--- src/rtl/irq_hub_pkg.sv ---
package irq_hub_pkg;

   // Register map anchors (word addresses)
   localparam int unsigned PRI_STAT_ADDR = 'h00;
   localparam int unsigned PRI_MASK_ADDR = 'h01;
   localparam int unsigned SEC_STAT_BASE = 'h10;
   localparam int unsigned SEC_MASK_BASE = 'h20;

   // A group index is carried in the low nibble of the address
   localparam int unsigned GRP_W      = 4;
   localparam int unsigned MAX_GROUPS = 1 << GRP_W;
   localparam int unsigned MIN_ADDR_W = 6;

   // Width of one entry of the primary position table
   localparam int unsigned POS_ENTRY_W = 8;

   typedef struct packed {
      logic             pri_stat;
      logic             pri_mask;
      logic             sec_stat;
      logic             sec_mask;
      logic [GRP_W-1:0] grp;
   } reg_sel_t;

endpackage

--- src/rtl/irq_hub_decode.sv ---
module irq_hub_decode
   import irq_hub_pkg::*;
#(
   parameter int unsigned NUM_GROUPS = 7,
   parameter int unsigned ADDR_W     = 6
) (
   input  logic [ADDR_W-1:0] addr,
   output reg_sel_t          sel
);

   localparam int unsigned HI_W = ADDR_W - GRP_W;
   localparam logic [ADDR_W-1:0] A_PSTAT = ADDR_W'(PRI_STAT_ADDR);
   localparam logic [ADDR_W-1:0] A_PMASK = ADDR_W'(PRI_MASK_ADDR);
   localparam logic [HI_W-1:0]   HI_SSTAT = HI_W'(SEC_STAT_BASE >> GRP_W);
   localparam logic [HI_W-1:0]   HI_SMASK = HI_W'(SEC_MASK_BASE >> GRP_W);

   logic [GRP_W-1:0] grp;
   logic [HI_W-1:0]  hi;
   logic             grp_ok;

   assign grp    = addr[GRP_W-1:0];
   assign hi     = addr[ADDR_W-1:GRP_W];
   assign grp_ok = ({1'b0, grp} < (GRP_W+1)'(NUM_GROUPS));

   always_comb begin
      sel          = '0;
      sel.grp      = grp;
      sel.pri_stat = (addr == A_PSTAT);
      sel.pri_mask = (addr == A_PMASK);
      sel.sec_stat = (hi == HI_SSTAT) && grp_ok;
      sel.sec_mask = (hi == HI_SMASK) && grp_ok;
   end

endmodule

--- src/rtl/irq_hub_group.sv ---
module irq_hub_group #(
   parameter int unsigned SEC_W = 8
) (
   input  logic             clk,
   input  logic             rst_n,
   input  logic [SEC_W-1:0] evt,
   input  logic             stat_we,
   input  logic             mask_we,
   input  logic [SEC_W-1:0] wdata,
   output logic [SEC_W-1:0] stat,
   output logic [SEC_W-1:0] mask,
   output logic             pend
);

   logic [SEC_W-1:0] stat_q, mask_q;
   logic [SEC_W-1:0] clr, stat_nxt;

   // Clear first, then OR in new events: a same-cycle event survives.
   always_comb begin
      clr      = stat_we ? wdata : '0;
      stat_nxt = (stat_q & ~clr) | evt;
   end

   always_ff @(posedge clk or negedge rst_n) begin
      if (!rst_n) begin
         stat_q <= '0;
         mask_q <= '1;
      end else begin
         stat_q <= stat_nxt;
         if (mask_we) mask_q <= wdata;
      end
   end

   assign stat = stat_q;
   assign mask = mask_q;
   assign pend = |(stat_q & ~mask_q);

endmodule

--- src/rtl/irq_hub_primary.sv ---
module irq_hub_primary
   import irq_hub_pkg::*;
#(
   parameter int unsigned NUM_GROUPS = 7,
   parameter int unsigned DATA_W     = 16,
   parameter logic [NUM_GROUPS*POS_ENTRY_W-1:0] PRI_POS =
      {8'd7, 8'd8, 8'd11, 8'd12, 8'd13, 8'd14, 8'd15}
) (
   input  logic                  clk,
   input  logic                  rst_n,
   input  logic [NUM_GROUPS-1:0] grp_pend,
   input  logic                  mask_we,
   input  logic [DATA_W-1:0]     wdata,
   output logic [DATA_W-1:0]     pri_stat,
   output logic [DATA_W-1:0]     pri_mask,
   output logic                  irq_n
);

   localparam int unsigned POS_W = $clog2(DATA_W);

   function automatic int unsigned pos_of(int unsigned g);
      return int'(PRI_POS[g*POS_ENTRY_W +: POS_ENTRY_W]);
   endfunction

   function automatic logic [DATA_W-1:0] valid_bits();
      logic [DATA_W-1:0] v;
      v = '0;
      for (int unsigned g = 0; g < NUM_GROUPS; g++)
         v[POS_W'(pos_of(g))] = 1'b1;
      return v;
   endfunction

   function automatic int unsigned count_valid();
      int unsigned n;
      logic [DATA_W-1:0] v;
      v = valid_bits();
      n = 0;
      for (int unsigned i = 0; i < DATA_W; i++) n += int'(v[i]);
      return n;
   endfunction

   localparam logic [DATA_W-1:0] VALID = valid_bits();

   // Elaboration checks on the position table
   for (genvar g = 0; g < NUM_GROUPS; g++) begin : g_pos_chk
      if (pos_of(g) >= DATA_W) begin : g_bad_pos
         $error("primary position of group %0d outside data word", g);
      end
   end
   if (count_valid() != NUM_GROUPS) begin : g_dup_pos
      $error("primary positions must be distinct");
   end
   if ((1 << POS_W) != DATA_W) begin : g_bad_dw
      $error("DATA_W must be a power of two");
   end

   // Primary status: each group's pending flag placed at its position
   logic [DATA_W-1:0] stat_c;
   always_comb begin
      stat_c = '0;
      for (int unsigned g = 0; g < NUM_GROUPS; g++)
         stat_c[POS_W'(pos_of(g))] = grp_pend[g];
   end

   logic [DATA_W-1:0] mask_q;
   logic              irq_n_q;
   logic              fire;

   assign fire = |(stat_c & ~mask_q & VALID);

   always_ff @(posedge clk or negedge rst_n) begin
      if (!rst_n) begin
         mask_q  <= VALID;
         irq_n_q <= 1'b1;
      end else begin
         if (mask_we) mask_q <= wdata & VALID;
         irq_n_q <= ~fire;
      end
   end

   assign pri_stat = stat_c;
   assign pri_mask = mask_q;
   assign irq_n    = irq_n_q;

endmodule

--- src/rtl/irq_hub.sv ---
module irq_hub
   import irq_hub_pkg::*;
#(
   parameter int unsigned NUM_GROUPS = 7,
   parameter int unsigned SEC_W      = 8,
   parameter int unsigned DATA_W     = 16,
   parameter int unsigned ADDR_W     = 6,
   parameter logic [NUM_GROUPS*POS_ENTRY_W-1:0] PRI_POS =
      {8'd7, 8'd8, 8'd11, 8'd12, 8'd13, 8'd14, 8'd15}
) (
   input  logic                        clk,
   input  logic                        rst_n,
   input  logic [NUM_GROUPS*SEC_W-1:0] evt_i,
   input  logic [ADDR_W-1:0]           reg_addr,
   input  logic                        reg_we,
   input  logic [DATA_W-1:0]           reg_wdata,
   output logic [DATA_W-1:0]           reg_rdata,
   output logic                        irq_n
);

   localparam int unsigned FLAT_W = NUM_GROUPS * SEC_W;

   // Elaboration checks
   if (NUM_GROUPS < 1 || NUM_GROUPS > MAX_GROUPS) begin : g_bad_groups
      $error("NUM_GROUPS must lie in 1..%0d", MAX_GROUPS);
   end
   if (SEC_W < 1 || SEC_W > DATA_W) begin : g_bad_secw
      $error("SEC_W must lie in 1..DATA_W");
   end
   if (ADDR_W < MIN_ADDR_W) begin : g_bad_aw
      $error("ADDR_W must be at least %0d", MIN_ADDR_W);
   end

   reg_sel_t sel;

   irq_hub_decode #(
      .NUM_GROUPS(NUM_GROUPS),
      .ADDR_W    (ADDR_W)
   ) u_dec (
      .addr(reg_addr),
      .sel (sel)
   );

   logic [FLAT_W-1:0]     sec_stat_flat, sec_mask_flat;
   logic [NUM_GROUPS-1:0] grp_pend;

   for (genvar g = 0; g < NUM_GROUPS; g++) begin : g_grp
      logic hit, stat_we, mask_we;
      assign hit     = reg_we && (sel.grp == GRP_W'(g));
      assign stat_we = hit && sel.sec_stat;
      assign mask_we = hit && sel.sec_mask;

      irq_hub_group #(
         .SEC_W(SEC_W)
      ) u_grp (
         .clk    (clk),
         .rst_n  (rst_n),
         .evt    (evt_i[g*SEC_W +: SEC_W]),
         .stat_we(stat_we),
         .mask_we(mask_we),
         .wdata  (reg_wdata[SEC_W-1:0]),
         .stat   (sec_stat_flat[g*SEC_W +: SEC_W]),
         .mask   (sec_mask_flat[g*SEC_W +: SEC_W]),
         .pend   (grp_pend[g])
      );
   end

   logic [DATA_W-1:0] pri_stat, pri_mask;
   logic              pmask_we;

   assign pmask_we = reg_we && sel.pri_mask;

   irq_hub_primary #(
      .NUM_GROUPS(NUM_GROUPS),
      .DATA_W    (DATA_W),
      .PRI_POS   (PRI_POS)
   ) u_pri (
      .clk     (clk),
      .rst_n   (rst_n),
      .grp_pend(grp_pend),
      .mask_we (pmask_we),
      .wdata   (reg_wdata),
      .pri_stat(pri_stat),
      .pri_mask(pri_mask),
      .irq_n   (irq_n)
   );

   // Read mux
   always_comb begin
      reg_rdata = '0;
      if (sel.pri_stat) begin
         reg_rdata = pri_stat;
      end else if (sel.pri_mask) begin
         reg_rdata = pri_mask;
      end else begin
         for (int unsigned g = 0; g < NUM_GROUPS; g++) begin
            if (sel.grp == GRP_W'(g)) begin
               if (sel.sec_stat) reg_rdata = DATA_W'(sec_stat_flat[g*SEC_W +: SEC_W]);
               if (sel.sec_mask) reg_rdata = DATA_W'(sec_mask_flat[g*SEC_W +: SEC_W]);
            end
         end
      end
   end

endmodule

--- config.mk ---
export PLATFORM = sky130hd
export DESIGN_NAME = irq_hub
export DESIGN_NICKNAME = d
export VERILOG_FILES = /design/src/rtl/irq_hub_pkg.sv /design/src/rtl/irq_hub_decode.sv /design/src/rtl/irq_hub_group.sv /design/src/rtl/irq_hub_primary.sv /design/src/rtl/irq_hub.sv
export SDC_FILE = /design/constraint.sdc
export NUM_CORES = 1
export LEC_CHECK = 0
export ABC_AREA = 1
export BUFFER_PORTS_ARGS = -buffer_cell sky130_fd_sc_hd__buf_2
export CAP_MARGIN = 20
export CORE_UTILIZATION = 35
export DETAILED_ROUTE_END_ITERATION = 7
export SYNTH_ARGS = -nofsm -noshare
export SYNTH_HDL_FRONTEND = slang
export SYNTH_SLANG_ARGS = --single-unit
--- constraint.sdc ---
create_clock -name clk -period 1.4 [get_ports clk]
set_input_delay 0.07 -clock clk [delete_from_list [all_inputs] [get_ports clk]]
set_output_delay 0.07 -clock clk [all_outputs]
set_load 0.02 [all_outputs]
==> results.json <==
{
  "status": "finished with violations",
  "violations": "setup timing",
  "portBuffers": 93,
  "powerDensity_mw_per_mm2": 987,
  "ys_ff_latch": 120,
  "routed_wl_um": 21400,
  "root_buffer": "clkbuf_16",
  "instances_no_fill": 1307,
  "synth.avg_cell_area_um2": 7.78,
  "viasPerCell": 5.09,
  "diodes": 0,
  "async_flop_share_pct": 100,
  "synth_warnings": 0,
  "r2r_slack_ns": -0.21,
  "max_freq_mhz": 503,
  "min_period_ns": 1.99,
  "fin_nets": 1150,
  "gr-usage-all-layers_pct": 23.9,
  "die_area_mm2": 0.0186,
  "io_pins": 98,
  "crit_start": "g_grp[2].u_grp.mask[0]",
  "ir_drop_mv": 0.684,
  "cp.depth": 6,
  "cpPeakStageDelay_ns": 0.54,
  "hold_class": "in -> reg",
  "use_met1_pct": 32.8,
  "seqPwrFrac_pct": 42.1,
  "p_total_mw": 9.12,
  "cp_max_fo": 2,
  "p_int_mw": 6.81,
  "clock_path_buffers": 2,
  "rows": 48,
  "tightest_slew_ns": 0.523,
  "synth.top_cell.area_share_pct": 26.7,
  "cts_tree": "done",
  "r2r-start": "g_grp[4].u_grp.mask[4]",
  "rr_worst_depth": 7,
  "place_area_mm2": 0.00773,
  "synthFlopType": "dfstp_2",
  "dp_worst_setup_slack_ns": -0.367,
  "first_global_vias": 6299,
  "dpl.hpwl_um": 14900,
  "finalCritPeriodShare_pct": 142,
  "whs_ns": 0.119,
  "dp.cells": 1203,
  "syn_area_mm2": 0.00631,
  "drt-wirelength-per-cell_um": 16.4,
  "vias": 6659,
  "crit_buf_inv": 2,
  "critPathLaunchType": "flip-flop",
  "grt-busiest-layer": "met2",
  "syn2layout_area_growth_pct": 46.5,
  "drt-pass1-iter-count": 5,
  "reg2reg_to": "u_pri.irq_n",
  "p_sw_share_pct": 25.3,
  "slew_headroom_pct": 65.2,
  "p_comb_share_pct": 13.3,
  "die_w_um": 136,
  "cp.required_ns": 1.33,
  "place_congestion": 0.908,
  "antenna_found_initial": 0,
  "setup-violations-final": 15,
  "grt.overflow.total": 0,
  "ys_seq_area_share_pct": 48.9,
  "cp_cell_sequence": "inv_2 -> a221oi_2 -> nand4_1 -> nand2_1 -> o21ai_1 -> buf_4",
  "final.setup.worst_slack_ns": -0.588,
  "use_met2_pct": 38.5,
  "die_h_um": 136,
  "fin_area_mm2": 0.00924,
  "fin_tns_setup_ns": -6.71,
  "synth_edf_count": 0,
  "grt_pass1_wl_um": 33300,
  "endpoint": "reg_rdata[13]",
  "yosysTopAreaCell": "dfstp_2",
  "clk_pin_slew_ns": 0.06,
  "p_leak_nw": 4.42,
  "synthTopCellsByCount": "nand2_1 (203), inv_1 (107), o21ai_0 (106), dfstp_2 (64), nor2_1 (64)",
  "pwr-share-clk_pct": 44.6,
  "grt_setup_unrepaired": "true",
  "fin_util_pct": 53.1,
  "synth_cell_types": 28,
  "slew_violations": 0,
  "ctsHtreeMaxLevel": 4,
  "hold_viol": 0,
  "drc": 0,
  "critPathTopFamily": "flip-flops",
  "p_switching_mw": 2.31,
  "drive_gt1_share_pct": 34.6,
  "path_class": "reg -> out",
  "clk_latency_ns": 0.41,
  "core_mm2": 0.0174,
  "max_cap_viol_count": 0,
  "crit_path_end_kind": "primary output",
  "grt_max_degree": 93,
  "cts_sinks": 120,
  "grt_use_met3_pct": 3.50,
  "cp_slowest_cell": "dfstp_2",
  "yosysMostFrequentCell": "nand2_1",
  "syn_inst": 811,
  "initial_core_util_pct": 36.2,
  "fin_worst_skew_ns": 0.00660,
  "synthTopCellsByArea": "dfstp_2 (27%), dfrtp_1 (22%), nand2_1 (12%), o21ai_0 (8.4%), inv_1 (6.4%)",
  "critPathArrivalTime_ns": 1.92,
  "cts_buffers": 17,
  "drtIter0Drc": 550,
  "ant_nets": 0
}
## worst min-delay path by stage
stage	start	to	slack (ns)	cells after the start
floorplan	rst_n	g_grp[0].u_grp.stat[0]	-0.23	0
global placement	rst_n	g_grp[2].u_grp.stat[2]	0.14	2
detailed placement	rst_n	g_grp[2].u_grp.stat[2]	0.14	2
CTS	reg_wdata[0]	g_grp[3].u_grp.mask[0]	0.1	3
global route	reg_wdata[0]	g_grp[3].u_grp.mask[0]	0.12	3
finish	reg_wdata[0]	g_grp[3].u_grp.mask[0]	0.12	3
## sequential cells by signal (all words and copies together), names as in the netlist
register	count
g_grp.u_grp.mask	56
g_grp.u_grp.stat	56
u_pri.irq_n	1
u_pri.pri_mask	7
## power by group through the flow
stage               logic, mW  clock network [mW]  registers [mW]
finish                   1.21                4.07            3.84
global route             1.33                4.26            3.86
CTS                      1.18                4.14            3.84
detailed placement      0.983                   0            3.88
global placement        0.976                   0            3.88
floorplan               0.459                   0            3.87
## worst register-to-register path: stages, from the launching register on
cell	delay, ns
dfstp_2	0.53
inv_2	0.04
a221oi_2	0.26
nand4_1	0.27
buf_4	0.23
nand2_2	0.05
nand3_2	0.06
nor2_2	0.10
## cell families (layout without fill, tap and decap cells)
group / count (synthesis) / after routing / synth area share, %
compound gates: 218 / 218 / 20.1
flops: 120 / 120 / 48.9
simple gates: 326 / 326 / 21.5
buf+inv: 146 / 416 / 9.46
other cells: 1 / 2 / 0.0595
## metal layers
layer	wire [um]	vias to the layer above
met2	9770	276
met1	9750	3176
met4	447	0
met3	1480	29
met5	0	-
li1	-	3178
## layout make-up
cell class	count	area [um^2]
fill	1648	8180
clock inverter	9	77.6
tap	225	282
multi-input combinational	546	2830
timing repair buffer	273	2080
inverter	111	417
sequential	120	3080
clock buffer	23	468
## placed cells by master (no fill, tap or decap), types with 17 or more instances in the layout
| cell | synthesis | layout |
|---|---|---|
| buf_2 | 12 | 81 |
| buf_4 | 7 | 115 |
| clkbuf_16 | 0 | 17 |
| dfrtp_1 | 56 | 56 |
| dfstp_2 | 64 | 64 |
| dlygate4sd3_1 | 0 | 63 |
| inv_1 | 107 | 96 |
| nand2_1 | 203 | 194 |
| nand3_1 | 33 | 24 |
| nor2_1 | 64 | 63 |
| o21ai_0 | 106 | 97 |
| o21ai_1 | 11 | 18 |
| o21bai_1 | 34 | 34 |
## what timing repair did
action	in CTS	in global routing
gates cloned	0	0
buffers inserted	9	3
pin swaps	31	24
endpoints found under the hold margin	128	0
endpoints found under the setup margin	15	15
resized for setup	57	31
hold buffers	63	0
Note: power is estimated with default switching activity, not from simulation.
